$ cat src/rtl/swa_pkg.sv
// Shared constants for the single-wire alert signaller.
// Assumes: the alert message is a fixed byte with no payload.
package swa_pkg;
    localparam logic [7:0] ALERT_BYTE = 8'h80;
    localparam int         MSG_BITS   = 8;
endpackage

$ cat src/rtl/swa_break_det.sv
// Line monitor: flags a break after BRK_CYC low clocks and reports the line
// as idle after RCV_CYC consecutive high clocks.
// Assumes: line_in is already synchronised to clk.
module swa_break_det #(
    parameter int BRK_CYC = 30,
    parameter int RCV_CYC = 8
) (
    input  logic clk,
    input  logic rst_n,
    input  logic line_in,
    output logic framer_rst,
    output logic line_idle
);
    localparam int LW = $clog2(BRK_CYC + 1);
    localparam int HW = $clog2(RCV_CYC + 1);

    logic [LW-1:0] lo_cnt;
    logic [HW-1:0] hi_cnt;
    logic          brk_q;

    // Count consecutive low clocks and emit one break pulse on reaching BRK_CYC.
    always_ff @(posedge clk) begin
        if (!rst_n) begin
            lo_cnt <= '0;
            brk_q  <= 1'b0;
        end else begin
            brk_q <= !line_in && (lo_cnt == LW'(BRK_CYC - 1));
            if (line_in)
                lo_cnt <= '0;
            else if (lo_cnt != LW'(BRK_CYC))
                lo_cnt <= lo_cnt + 1'b1;
        end
    end

    // Count consecutive high clocks, saturating at the recovery time.
    always_ff @(posedge clk) begin
        if (!rst_n)
            hi_cnt <= '0;
        else if (!line_in)
            hi_cnt <= '0;
        else if (hi_cnt != HW'(RCV_CYC))
            hi_cnt <= hi_cnt + 1'b1;
    end

    assign framer_rst = brk_q;
    assign line_idle  = (hi_cnt == HW'(RCV_CYC));

    // a break pulse is always preceded by a low line sample
    a_r9_break_after_low: assert property (@(posedge clk) disable iff (!rst_n)
        brk_q |-> $past(!line_in));
    // break pulses are single-cycle
    a_r9_single_pulse: assert property (@(posedge clk) disable iff (!rst_n)
        brk_q |=> !brk_q);
endmodule

$ cat src/rtl/swa_tx_ser.sv
// Serialiser for the fixed alert byte: LSB first, each cell begins with a
// low pulse whose length encodes the bit (short = 1, long = 0).
// Assumes: LOW1_CYC < LOW0_CYC < CELL_CYC; start only while not busy.
module swa_tx_ser #(
    parameter int CELL_CYC = 20,
    parameter int LOW1_CYC = 4,
    parameter int LOW0_CYC = 12
) (
    input  logic clk,
    input  logic rst_n,
    input  logic start,
    output logic line_pull,
    output logic busy
);
    import swa_pkg::*;

    localparam int CW = $clog2(CELL_CYC);
    localparam int BW = $clog2(MSG_BITS);

    logic          busy_q;
    logic [CW-1:0] cyc_cnt;
    logic [BW-1:0] bit_idx;
    logic [CW-1:0] low_len;
    logic          cell_end;

    // Low-pulse length of the bit being sent.
    always_comb begin
        low_len = ALERT_BYTE[bit_idx] ? CW'(LOW1_CYC) : CW'(LOW0_CYC);
    end

    assign cell_end = (cyc_cnt == CW'(CELL_CYC - 1));

    // Step through the cells of the message and stop after the last bit.
    always_ff @(posedge clk) begin
        if (!rst_n) begin
            busy_q  <= 1'b0;
            cyc_cnt <= '0;
            bit_idx <= '0;
        end else if (start && !busy_q) begin
            busy_q  <= 1'b1;
            cyc_cnt <= '0;
            bit_idx <= '0;
        end else if (busy_q) begin
            if (cell_end) begin
                cyc_cnt <= '0;
                if (bit_idx == BW'(MSG_BITS - 1))
                    busy_q <= 1'b0;
                else
                    bit_idx <= bit_idx + 1'b1;
            end else begin
                cyc_cnt <= cyc_cnt + 1'b1;
            end
        end
    end

    assign line_pull = busy_q && (cyc_cnt < low_len);
    assign busy      = busy_q;

    // a new message is never launched over a running one
    a_r3_start_when_free: assert property (@(posedge clk) disable iff (!rst_n)
        start |-> !busy_q);
    // every message opens with a low pulse
    a_r3_opens_low: assert property (@(posedge clk) disable iff (!rst_n)
        $rose(busy_q) |-> line_pull);
endmodule

$ cat src/rtl/swa_retry_ctrl.sv
// Enable state, try counting and request hand-off for alert messages.
// Assumes: tick_1s and the command strobes are single-cycle pulses.
module swa_retry_ctrl #(
    parameter int TRY_W = 4
) (
    input  logic             clk,
    input  logic             rst_n,
    input  logic             alert_flag,
    input  logic             en_set,
    input  logic             en_clr,
    input  logic [TRY_W-1:0] tries_max,
    input  logic             tick_1s,
    input  logic             line_idle,
    input  logic             tx_busy,
    output logic             start
);
    logic             en_q;
    logic             pending_q;
    logic [TRY_W-1:0] tries_used;
    logic             accept;

    assign accept = tick_1s && en_q && !en_clr && !en_set && alert_flag
                    && !pending_q && (tries_used < tries_max);
    assign start  = pending_q && line_idle && !tx_busy;

    // Feature enable: clear has priority over set.
    always_ff @(posedge clk) begin
        if (!rst_n)
            en_q <= 1'b0;
        else if (en_clr)
            en_q <= 1'b0;
        else if (en_set)
            en_q <= 1'b1;
    end

    // Tries spent in this alert episode; reset on alert drop or re-enable.
    always_ff @(posedge clk) begin
        if (!rst_n)
            tries_used <= '0;
        else if (!alert_flag || en_set)
            tries_used <= '0;
        else if (accept)
            tries_used <= tries_used + 1'b1;
    end

    // One outstanding request, waiting for a quiet line.
    always_ff @(posedge clk) begin
        if (!rst_n)
            pending_q <= 1'b0;
        else if (en_clr || !alert_flag)
            pending_q <= 1'b0;
        else if (start)
            pending_q <= 1'b0;
        else if (accept)
            pending_q <= 1'b1;
    end

    // no request can exist while the feature is disabled
    a_r2_no_request_disabled: assert property (@(posedge clk) disable iff (!rst_n)
        !en_q |-> !pending_q);
    // a request is raised only while tries remain
    a_r5_under_limit: assert property (@(posedge clk) disable iff (!rst_n)
        $rose(pending_q) |-> ($past(tries_used) < $past(tries_max)));
    // a clear leaves the feature disabled with nothing waiting
    a_r6_clear_wins: assert property (@(posedge clk) disable iff (!rst_n)
        en_clr |=> (!en_q && !pending_q));
endmodule

$ cat src/rtl/swire_alert_signaller.sv
// Top level: single-wire line monitor plus occasional alert master.
// Assumes: line_in reflects the wired-AND of all drivers, including line_pull.
module swire_alert_signaller #(
    parameter int CELL_CYC = 20,
    parameter int LOW1_CYC = 4,
    parameter int LOW0_CYC = 12,
    parameter int BRK_CYC  = 30,
    parameter int RCV_CYC  = 8,
    parameter int TRY_W    = 4
) (
    input  logic             clk,
    input  logic             rst_n,
    input  logic             line_in,
    output logic             line_pull,
    output logic             busy,
    output logic             framer_rst,
    input  logic             alert_flag,
    input  logic             en_set,
    input  logic             en_clr,
    input  logic [TRY_W-1:0] tries_max,
    input  logic             tick_1s
);
    logic line_idle;
    logic start;
    logic tx_busy;

    swa_break_det #(.BRK_CYC(BRK_CYC), .RCV_CYC(RCV_CYC)) u_brk (
        .clk(clk), .rst_n(rst_n), .line_in(line_in),
        .framer_rst(framer_rst), .line_idle(line_idle)
    );

    swa_retry_ctrl #(.TRY_W(TRY_W)) u_ctrl (
        .clk(clk), .rst_n(rst_n), .alert_flag(alert_flag),
        .en_set(en_set), .en_clr(en_clr), .tries_max(tries_max),
        .tick_1s(tick_1s), .line_idle(line_idle), .tx_busy(tx_busy),
        .start(start)
    );

    swa_tx_ser #(.CELL_CYC(CELL_CYC), .LOW1_CYC(LOW1_CYC), .LOW0_CYC(LOW0_CYC)) u_tx (
        .clk(clk), .rst_n(rst_n), .start(start),
        .line_pull(line_pull), .busy(tx_busy)
    );

    assign busy = tx_busy;

    // a message only begins after the line was seen quiet
    a_r8_launch_on_idle: assert property (@(posedge clk) disable iff (!rst_n)
        $rose(tx_busy) |-> $past(line_idle));
    // the line is released whenever no message is in flight
    a_r10_release_idle: assert property (@(posedge clk) disable iff (!rst_n)
        !busy |-> !line_pull);
endmodule

$ cat config.mk
export PLATFORM = sky130hd
export DESIGN_NAME = swire_alert_signaller
export DESIGN_NICKNAME = d
export VERILOG_FILES = /design/src/rtl/swa_pkg.sv /design/src/rtl/swa_break_det.sv /design/src/rtl/swa_tx_ser.sv /design/src/rtl/swa_retry_ctrl.sv /design/src/rtl/swire_alert_signaller.sv
export SDC_FILE = /design/constraint.sdc
export NUM_CORES = 1
export LEC_CHECK = 0
export ABC_AREA = 1
export CAP_MARGIN = 5
export CORE_MARGIN = 2
export CORE_UTILIZATION = 40
export CTS_BUF_LIST = sky130_fd_sc_hd__clkbuf_8
export DETAILED_ROUTE_END_ITERATION = 8
export PLACE_DENSITY = 0.67
export RECOVER_POWER = 50
export REMOVE_ABC_BUFFERS = 1
export SLEW_MARGIN = 20
export SYNTH_ARGS = -nofsm -noshare
export SYNTH_HDL_FRONTEND = slang
export SYNTH_HIERARCHICAL = 1
export SYNTH_SLANG_ARGS = --single-unit
export TNS_END_PERCENT = 50
$ cat constraint.sdc
create_clock -name clk -period 3.5 [get_ports clk]
set_input_delay 0.35 -clock clk [delete_from_list [all_inputs] [get_ports clk]]
set_output_delay 0.35 -clock clk [all_outputs]
set_load 0.01 [all_outputs]
**Yosys cells after proc, flatten, opt, wreduce, memory -nomap -nowiden**

Memories as Yosys holds them, arrays and structs flattened. A register that Yosys moved wholly into a read port is not among the register bits.
Cells that the tools add are included.

- Register bits: 25
- Memory bits (read-only): 8
- Bits of input ports: 11
- Output and inout port bits: 3
- Word-level logic and storage cells: 61
- Memories kept: 1

Memory list:

| memory | depth | bits a word | read ports | clocked after memory_dff | wr ports | line | source |
|---|---|---|---|---|---|---|---|
| (name not given) | 8 | 1 | 1 | 1 | 0 | swa_tx_ser.sv:28 | `low_len = ALERT_BYTE[bit_idx] ? CW'(LOW1_CYC) : CW'(LOW0_CYC);` |

- Add/sub/neg operators: 5
- $lt $le $gt $ge: 3
- Equality and inequality tests: 6
- Mux-type cells: 9
- Bitwise operators: 2
- Reduce and logical (&&, ||, !) cells: 26

Operator list:

| operator | number |
|---|---|
| logical AND 1 bit | 11 |
| adder 5 x 1 -> 5 bit (second input constant) | 2 |
| equality test 5 bit (second input constant) | 2 |
| adder 4 x 1 -> 4 bit (second input constant) | 2 |
| OR reduction 2 bit | 4 |
| logical NOT 1 bit | 6 |
| two-way mux 3 bit | 2 |
| less-than comparator 5 bit | 1 |
| two-way mux 1 bit | 5 |
| two-way mux 5 bit | 1 |
| inequality test 5 bit (second input constant) | 1 |
| equality test 4 bit (second input constant) | 1 |
| less-than comparator 3 x 4 -> 1 bit (second input constant) | 1 |
| less-than comparator 4 bit | 1 |
| two-way mux 4 bit | 1 |
| inequality test 4 bit (second input constant) | 1 |
| adder 3 x 1 -> 3 bit (second input constant) | 1 |
| equality test 3 bit (second input constant) | 1 |
| AND reduction 3 bit | 1 |
| OR reduction 3 bit | 1 |
| logical OR 1 bit | 2 |
| NOT 1 bit | 2 |
| AND reduction 2 bit | 1 |

**Longest topological paths before layout**

Gate-level depths: netlist of the first run.

- Depth after elaboration: 6
- Mapped depth: 11
- Depth with buffers taken out: 11

**Hierarchy**

The synthesis of the first run kept the hierarchy.

By module, submodules not included:

| module | instances | cells an instance | area an instance (sq um) | sequential area each (sq um) |
|---|---|---|---|---|
| swa_tx_ser | 1 | 69 | 531.8 | 200.2 |
| swa_break_det | 1 | 68 | 508.0 | 200.2 |
| swa_retry_ctrl | 1 | 68 | 439.2 | 120.1 |

**Worst setup path after synthesis of the first run**

Ideal clock, no wire load.

- Path kind: register -> register
- Start: register u_brk.hi_cnt[0]
- End: register (tool-made name)
- Setup time: 0.064 ns
- Arrival: 1.311 ns
- Required time: 3.436 ns
- Setup slack: 2.125 ns
- Stages on the path, launching flop included: 12
- Path buffers: 0
- Clock period less this slack: 1.375 ns
- Path through: dfxtp_1 -> inv_1 -> ha_1 -> nand2_1 -> nor2_1 -> nand2_1 -> inv_1 -> a21oi_4 -> inv_2 -> nor2_1 -> nand2_1 -> nor2_1

RTL lines:

| what | line | source |
|---|---|---|
| start: declaration | swa_break_det.sv:18 | `logic [HW-1:0] hi_cnt;` |
| start signal: assignment | swa_break_det.sv:42 | `hi_cnt <= hi_cnt + 1'b1;` |

**Worst setup path in the final report of the first run**

- Start: register u_tx.cyc_cnt[3]
- End: output port line_pull

- Word-level cells in the longest chain between the ends: 2

RTL lines:

| what | line | source |
|---|---|---|
| start: declaration | swa_tx_ser.sv:21 | `logic [CW-1:0] cyc_cnt;` |
| start signal: assignment | swa_tx_ser.sv:51 | `cyc_cnt <= cyc_cnt + 1'b1;` |
| less-than comparator 5 bit | swa_tx_ser.sv:56 | `assign line_pull = busy_q && (cyc_cnt < low_len);` |
| logical AND 1 bit | swa_tx_ser.sv:56 |  |
| end: declaration | swire_alert_signaller.sv:14 | `output logic line_pull,` |

No other way between the ends.

==> flow_metrics.tcl, run 1 <==
set metrics [dict create \
    cts.sinks 26 \
    grt_pass1_vias 1129 \
    vias 1201 \
    drtIter0Drc 57 \
    cts_setup_buffers 0 \
    clk_pin_slew_ns 0.10 \
    clock_path_buffers 2 \
    synth_top_cell_by_area "dfxtp_1" \
    synth-seq-cells 26 \
    crit_path_start_kind "flop" \
    timing.critical_path.fanout_max 4 \
    portBuffers 13 \
    power_leakage_nw 0.8178 \
    endpoint_kind "output port" \
    drv_cap 0 \
    ant_nets 0 \
    cp_cell_sequence "ha_1, a211oi_1, clkdlybuf4s50_1" \
    synth_area_um2 1479 \
    outcome "finished clean" \
    slowest_delay_ns 0.56 \
    cts_root_buf "clkbuf_8" \
    cp.arrival_ns 1.75 \
    first_pass_iters 4 \
    tightestPinTransition_ns 0.4254 \
    ys_seq_area_frac 0.3519 \
    avgRoutedWirePerCell_um 9.275 \
    synth_top_area_share 0.3519 \
    die_area_um2 4200 \
    grt_usage 0.1400 \
    grt_pass1_wl_mm 4.616 \
    ys.flop_type "dfxtp_1" \
    period_minus_slack_ns 2.103 \
    grt_setup_unrepaired "no" \
    cts_resized 0 \
    finalCritPeriodShare 0.6007 \
    syn_area_per_cell_um2 7.214 \
    rows 22 \
    overflow 0 \
    power_density_nw_per_um2 344.5 \
    via_per_inst 4.465 \
    fin_worst_skew_ns 0.01073 \
    final_common_cell "nand2_1" \
    syn_inst 205 \
    setup_viol 0 \
    gp_congestion 0.8046 \
    vdd_drop_max_uv 259.9 \
    nFillCells 380 \
    synth_cell_types 26 \
    route.detailed.drc 0 \
    synth_area_leaders "dfxtp_1 (35%), nand2_1 (11%), ha_1 (11%)" \
    multi_input_area_um2 799.5 \
    register_area_um2 520.5 \
    coreArea_um2 3606 \
    grt_max_degree 16 \
    tns_ns 0 \
    drt-total-wl_mm 2.495 \
    holdBufCountCts 0 \
    synth-async-reset-ratio 0 \
    antennaDiodeCount 0 \
    antenna_found_initial 0 \
    cp_slowest_cell "clkdlybuf4s50_1" \
    drive_gt1_frac 0.08597 \
    slew_headroom 0.7160 \
    ys_warn_count 6 \
    finalHoldViolations 0 \
    clock_latency_ns 0.28 \
    synth_edf_count 0 \
    numCtsBuffers 3 \
    fmax_mhz 475.6 \
    io_pins 14 \
    area_growth_pct 16.41 \
    dpl.hpwl_mm 1.946 \
    power.total_uw 593.1 \
    criticalPathCategory "reg -> out" \
    h-tree-depth 1 \
    rrSetupSlack_ns 1.94 \
    slew_violations 0 \
    cts_tree "built" \
    layout_common_cells "nand2_1 (44), inv_1 (32), nor2_1 (31)" \
    fin_nets 246 \
    dieWidth_um 64.81 \
    hold_path_class "reg -> reg" \
    initial_core_util 0.4101 \
    die_h_um 64.81 \
    cp.required_ns 3.15 \
]
## cell families (layout without fill, tap and decap cells)
family | after synthesis | in the layout | share of synthesized area
AOI/OAI and AO/OA | 17 | 17 | 0.07192
xor gates and xnor gates | 5 | 5 | 0.02962
adders and majority gates | 13 | 13 | 0.1100
buffers and inverters | 37 | 53 | 0.1024
DFF | 26 | 26 | 0.3519
and+or+nand+nor | 107 | 107 | 0.3342
## cells in the mapped netlist (all sizes together) (2+ instances only)
library cell and number:
inv 36, xnor2 2, xor2 3, o21ai 4, nor2 36, a21oi 10
nand4 5, nor3 2, nand3 16, dfxtp 26, nand2 45, ha 13
## registers in the layout, summed over array words and instances, names as in the netlist, named ones only
signal             count
u_ctrl/tries_used      4
u_ctrl/pending_q       1
u_brk/framer_rst       1
u_ctrl/en_q            1
u_tx/busy              1
u_tx/cyc_cnt           5
u_brk/hi_cnt           4
u_brk/lo_cnt           5
u_tx/bit_idx           3
## worst paths after layout
| check | from | endpoint | cells after the start |
|---|---|---|---|
| worst min register to register | u_brk/lo_cnt[4] | u_brk/lo_cnt[4] | 2 |
| worst min-delay path | u_brk/lo_cnt[4] | u_brk/lo_cnt[4] | 2 |
| worst max-delay path | u_tx/cyc_cnt[3] | line_pull | 3 |
| worst max register to register | u_brk/hi_cnt[0] | flop | 11 |
## final cells by class
type | instances | share of cell area
Sequential cell | 26 | 0.3023
Tap cell | 48 | 0.03488
Timing Repair Buffer | 13 | 0.07558
Multi-Input combinational cell | 142 | 0.4644
Clock inverter | 1 | 0.01744
Clock buffer | 3 | 0.02398
Inverter | 36 | 0.08140
## where the power goes
part | switching [mW] | internal, mW | total [mW]
sequential | 0.00282 | 0.298 | 0.301
clock | 0.100 | 0.153 | 0.253
combinational | 0.0199 | 0.0185 | 0.0385
## metrics by stage
step,utilization,cell area (um^2),instances,hold slack (ns),setup WS (ns)
6_report,0.4774,1722,269,0.4845,1.397
2_1_floorplan,-,1468,204,0.4489,2.125
3_3_place_gp,0.4598,1658,265,0.4631,1.719
3_5_place_dp,0.4598,1658,265,0.4687,1.702
5_1_grt,0.4774,1722,269,0.5092,1.302
4_1_cts,0.4795,1729,269,0.4860,1.378
## critical path: cells and delay by family (launching register included)
kind / cells / cell delay [ns]
adders and majority gates: 1 / 0.26
buffers and inverters: 1 / 0.56
DFF: 1 / 0.42
AOI/OAI and AO/OA: 1 / 0.23
## routing by layer
metal | vias to the layer above | part of all wire | track usage
met4 | 0 | 0.018 | 0.06383
met5 | - | 0 | 0
met2 | 14 | 0.41 | 0.2229
met1 | 510 | 0.53 | 0.1720
li1 | 673 | - | -
met3 | 4 | 0.039 | 0.04340
Power figures use the tool's default switching activity.
==> run 2, diff against run 1 <==
- clock period: 3.5 -> 2.2 ns (I/O delays scaled with it)
==> flow_metrics.tcl, run 2 (synthesis results as in run 1) <==
set metrics [dict create \
    outcome "finished clean" \
    via_per_inst 4.491 \
    grt_max_degree 14 \
    grtUsageMet3 0.03819 \
    cts_root_buf "clkbuf_8" \
    antenna_found_initial 0 \
    cts_setup_buffers 0 \
    drv_cap 0 \
    cp_slowest_cell "clkdlybuf4s50_1" \
    cp.arrival_ns 1.71 \
    vdd_drop_max_uv 340.7 \
    avgRoutedWirePerCell_um 9.138 \
    drtIter0Drc 40 \
    cp.required_ns 1.98 \
    grt_setup_unrepaired "no" \
    h-tree-depth 1 \
    numCtsBuffers 3 \
    power_density_nw_per_um2 473.6 \
    fin_cells 269 \
    final_common_cell "nand2_1" \
    grt_pass1_vias 1136 \
    route.detailed.drc 0 \
    grt_usage 0.1356 \
    finalHoldViolations 0 \
    area_growth_pct 14.89 \
    fmax_mhz 518.2 \
    first_pass_iters 4 \
    holdBufCountCts 0 \
    die_area_um2 4200 \
    criticalPathCategory "reg -> out" \
    holdWs_ns 0.4914 \
    largest_registers "u_brk/lo_cnt: 5 flops, u_tx/cyc_cnt: 5 flops" \
    grt_pass1_wl_mm 4.574 \
    portBuffers 13 \
    dpl.hpwl_mm 1.925 \
    vias 1208 \
    dieWidth_um 64.81 \
    grt_use_met2 0.2268 \
    fin_nets 247 \
    timing.critical_path.fanout_max 4 \
    die_h_um 64.81 \
    rows 22 \
    layout_common_cells "nand2_1 (44), inv_1 (32), nor2_1 (31)" \
    cp_cell_sequence "ha_1, a211oi_1, clkdlybuf4s50_1" \
    antennaDiodeCount 0 \
    power_leakage_nw 0.8092 \
    grt_busiest_layer "met2" \
    clock_latency_ns 0.26 \
    cts.sinks 26 \
    crit_path_start_kind "flop" \
    coreArea_um2 3606 \
    period_minus_slack_ns 1.930 \
    drive_gt1_frac 0.08597 \
    fin_worst_skew_ns 0.001128 \
    hold_path_class "reg -> reg" \
    ant_nets 0 \
    clock_path_buffers 2 \
    endpoint_kind "output port" \
    grt_use_met1 0.1690 \
    place_inst 266 \
    slew_headroom 0.7595 \
    cts_tree "built" \
    gp_congestion 0.8170 \
    tns_ns 0 \
    finalCritPeriodShare 0.8772 \
    overflow 0 \
    cts_resized 0 \
    io_pins 14 \
    slowest_delay_ns 0.56 \
    setup_viol 0 \
    tightestPinTransition_ns 0.3595 \
    slew_violations 0 \
    drt-total-wl_mm 2.458 \
    power.total_uw 804.8 \
    clk_pin_slew_ns 0.09 \
    initial_core_util 0.4101 \
]
-- run 2: where the power goes --
| group | switching, mW | leakage [nW] | total [mW] | internal (mW) |
|---|---|---|---|---|
| logic | 0.0315 | 0.577 | 0.0608 | 0.0293 |
| registers | 0.00466 | 0.210 | 0.479 | 0.475 |
| clock network | 0.142 | 0.0216 | 0.265 | 0.123 |
-- run 2: area by class of cell --
| class | instances | area (um^2) |
|---|---|---|
| clock buffer | 3 | 41.29 |
| fill | 370 | 1907 |
| inverter | 36 | 140.1 |
| multi-input combinational | 142 | 799.5 |
| sequential | 26 | 520.5 |
| tap | 48 | 60.06 |
| timing repair buffer | 14 | 137.6 |
-- run 2: path summary, 6_finish.rpt --
kind                                       from              end  slack, ns  cells after the start
worst max register to register  u_brk/hi_cnt[0]             flop       0.64                     11
worst min register to register  u_brk/lo_cnt[4]  u_brk/lo_cnt[4]       0.49                      2
worst max-delay path            u_tx/cyc_cnt[3]        line_pull       0.27                      3
worst min-delay path            u_brk/lo_cnt[4]  u_brk/lo_cnt[4]       0.49                      2
-- run 2: critical path, delay by kind of cell, from the launching register on --
| kind | cells | cell delay, ns |
|---|---|---|
| AO/OA/AOI/OAI | 1 | 0.22 |
| flip-flops | 1 | 0.41 |
| buffers and inverters | 1 | 0.56 |
| adder cells (fa/ha/maj) | 1 | 0.25 |
-- run 2: stage by stage --
step,utilization,worst slack [ns],cell area (um^2)
final,0.4712,0.2702,1699
after detailed placement,0.4618,0.5380,1665
after floorplan,-,0.8249,1468
after CTS,0.4733,0.2456,1707
after global placement,0.4618,0.5412,1665
after global routing,0.4712,0.1219,1699
-- run 2: layer usage --
layer	wire length (um)	share of wire
met2	1083	0.44
met5	0	0
met3	91	0.037
met4	19	0.0077
met1	1264	0.51
==> run 3, diff against run 2 <==
- CORE_ASPECT_RATIO: not set -> 2
- GPL_ROUTABILITY_DRIVEN: not set -> 1
==> flow_metrics.tcl, run 3 (synthesis results as in run 1) <==
set metrics [dict create \
    drv_cap 0 \
    vias 1259 \
    endpoint_kind "output port" \
    fin_nets 247 \
    grt_pass1_vias 1270 \
    cts.sinks 26 \
    holdWs_ns 0.4785 \
    finalCritPeriodShare 0.8834 \
    clock_latency_ns 0.26 \
    die_h_um 89.99 \
    criticalPathCategory "reg -> out" \
    drt-total-wl_mm 2.714 \
    dpl.hpwl_mm 2.248 \
    rows 31 \
    initial_core_util 0.4144 \
    grt_max_degree 14 \
    fmax_mhz 514.5 \
    fin_worst_skew_ns 0.001212 \
    tightestPinTransition_ns 0.3778 \
    grt_pass1_wl_mm 4.926 \
    avgRoutedWirePerCell_um 10.05 \
    portBuffers 13 \
    area_growth_pct 14.81 \
    antennaDiodeCount 0 \
    period_minus_slack_ns 1.943 \
    overflow 0 \
    coreArea_um2 3568 \
    io_pins 14 \
    vdd_drop_max_uv 344.0 \
    gp_congestion 0.8182 \
    largest_registers "u_brk/lo_cnt: 5 flops, u_tx/cyc_cnt: 5 flops" \
    slew_headroom 0.7472 \
    tns_ns 0 \
    first_pass_iters 4 \
    cts_tree "built" \
    final_common_cell "nand2_1" \
    route.detailed.drc 0 \
    outcome "finished clean" \
    grt_usage 0.1523 \
    clk_pin_slew_ns 0.08 \
    drtIter0Drc 19 \
    cp.required_ns 1.98 \
    grt_setup_unrepaired "no" \
    slew_violations 0 \
    cts_root_buf "clkbuf_8" \
    crit_path_start_kind "flop" \
    place_inst 267 \
    die_area_um2 4229 \
    fin_cells 270 \
    power_density_nw_per_um2 473.2 \
    cts_resized 0 \
    via_per_inst 4.663 \
    h-tree-depth 1 \
    hold_path_class "reg -> reg" \
    layout_common_cells "nand2_1 (45), inv_1 (32), nor2_1 (31)" \
    dieWidth_um 47.00 \
    cp.arrival_ns 1.72 \
    antenna_found_initial 0 \
    timing.critical_path.fanout_max 4 \
    finalHoldViolations 0 \
    power_leakage_nw 0.8084 \
    holdBufCountCts 0 \
    clock_path_buffers 2 \
    drive_gt1_frac 0.08145 \
    ant_nets 0 \
    cts_setup_buffers 0 \
    numCtsBuffers 3 \
    setup_viol 0 \
]
==> run 3: changes by cell type in the layout (fill, tap and decap cells not counted), sizes merged <==
cell | previous run | this run
dlygate4sd3 | 3 | 2
clkdlybuf4s50 | 10 | 11
==> run 3: worst paths after layout <==
check,from,end,slack [ns],cells past startpoint
max reg2reg,u_brk/hi_cnt[0],flop,0.60,11
max,u_tx/cyc_cnt[3],line_pull,0.26,3
min,u_brk/lo_cnt[4],u_brk/lo_cnt[4],0.48,2
min reg2reg,u_brk/lo_cnt[4],u_brk/lo_cnt[4],0.48,2
==> run 3: critical path: stages, from the launching register on <==
cell,delay (ns)
dfxtp_1,0.42
ha_1,0.26
a211oi_1,0.21
clkdlybuf4s50_1,0.56
==> run 3: stage by stage <==
step,worst slack (ns),power (mW),utilization,area (um^2)
detailed placement,0.5352,0.5540,0.4670,1667
CTS,0.2321,0.8244,0.4786,1708
floorplan,0.8249,0.5238,-,1468
global route,0.1734,0.8459,0.4758,1698
global placement,0.5365,0.5526,0.4670,1667
finish,0.2565,0.8034,0.4758,1698
==> run 3: report_power, final <==
part	total, mW	switching, mW	internal (mW)
combinational	0.0614	0.0315	0.0299
clock	0.262	0.140	0.123
sequential	0.480	0.00497	0.475
==> run 3: per-layer routing <==
metal | share of wire | GRT usage
met1 | 0.38 | 0.1524
met2 | 0.60 | 0.2842
met4 | 0.010 | 0.06250
met3 | 0.012 | 0.01807
met5 | 0 | 0
==> run 3: area by class of cell <==
type | count | area (um^2)
Tap cell | 49 | 61.31
Multi-Input combinational cell | 142 | 797.0
Sequential cell | 26 | 520.5
Clock buffer | 3 | 41.29
Inverter | 36 | 140.1
Timing Repair Buffer | 14 | 137.6
Fill cell | 414 | 1871
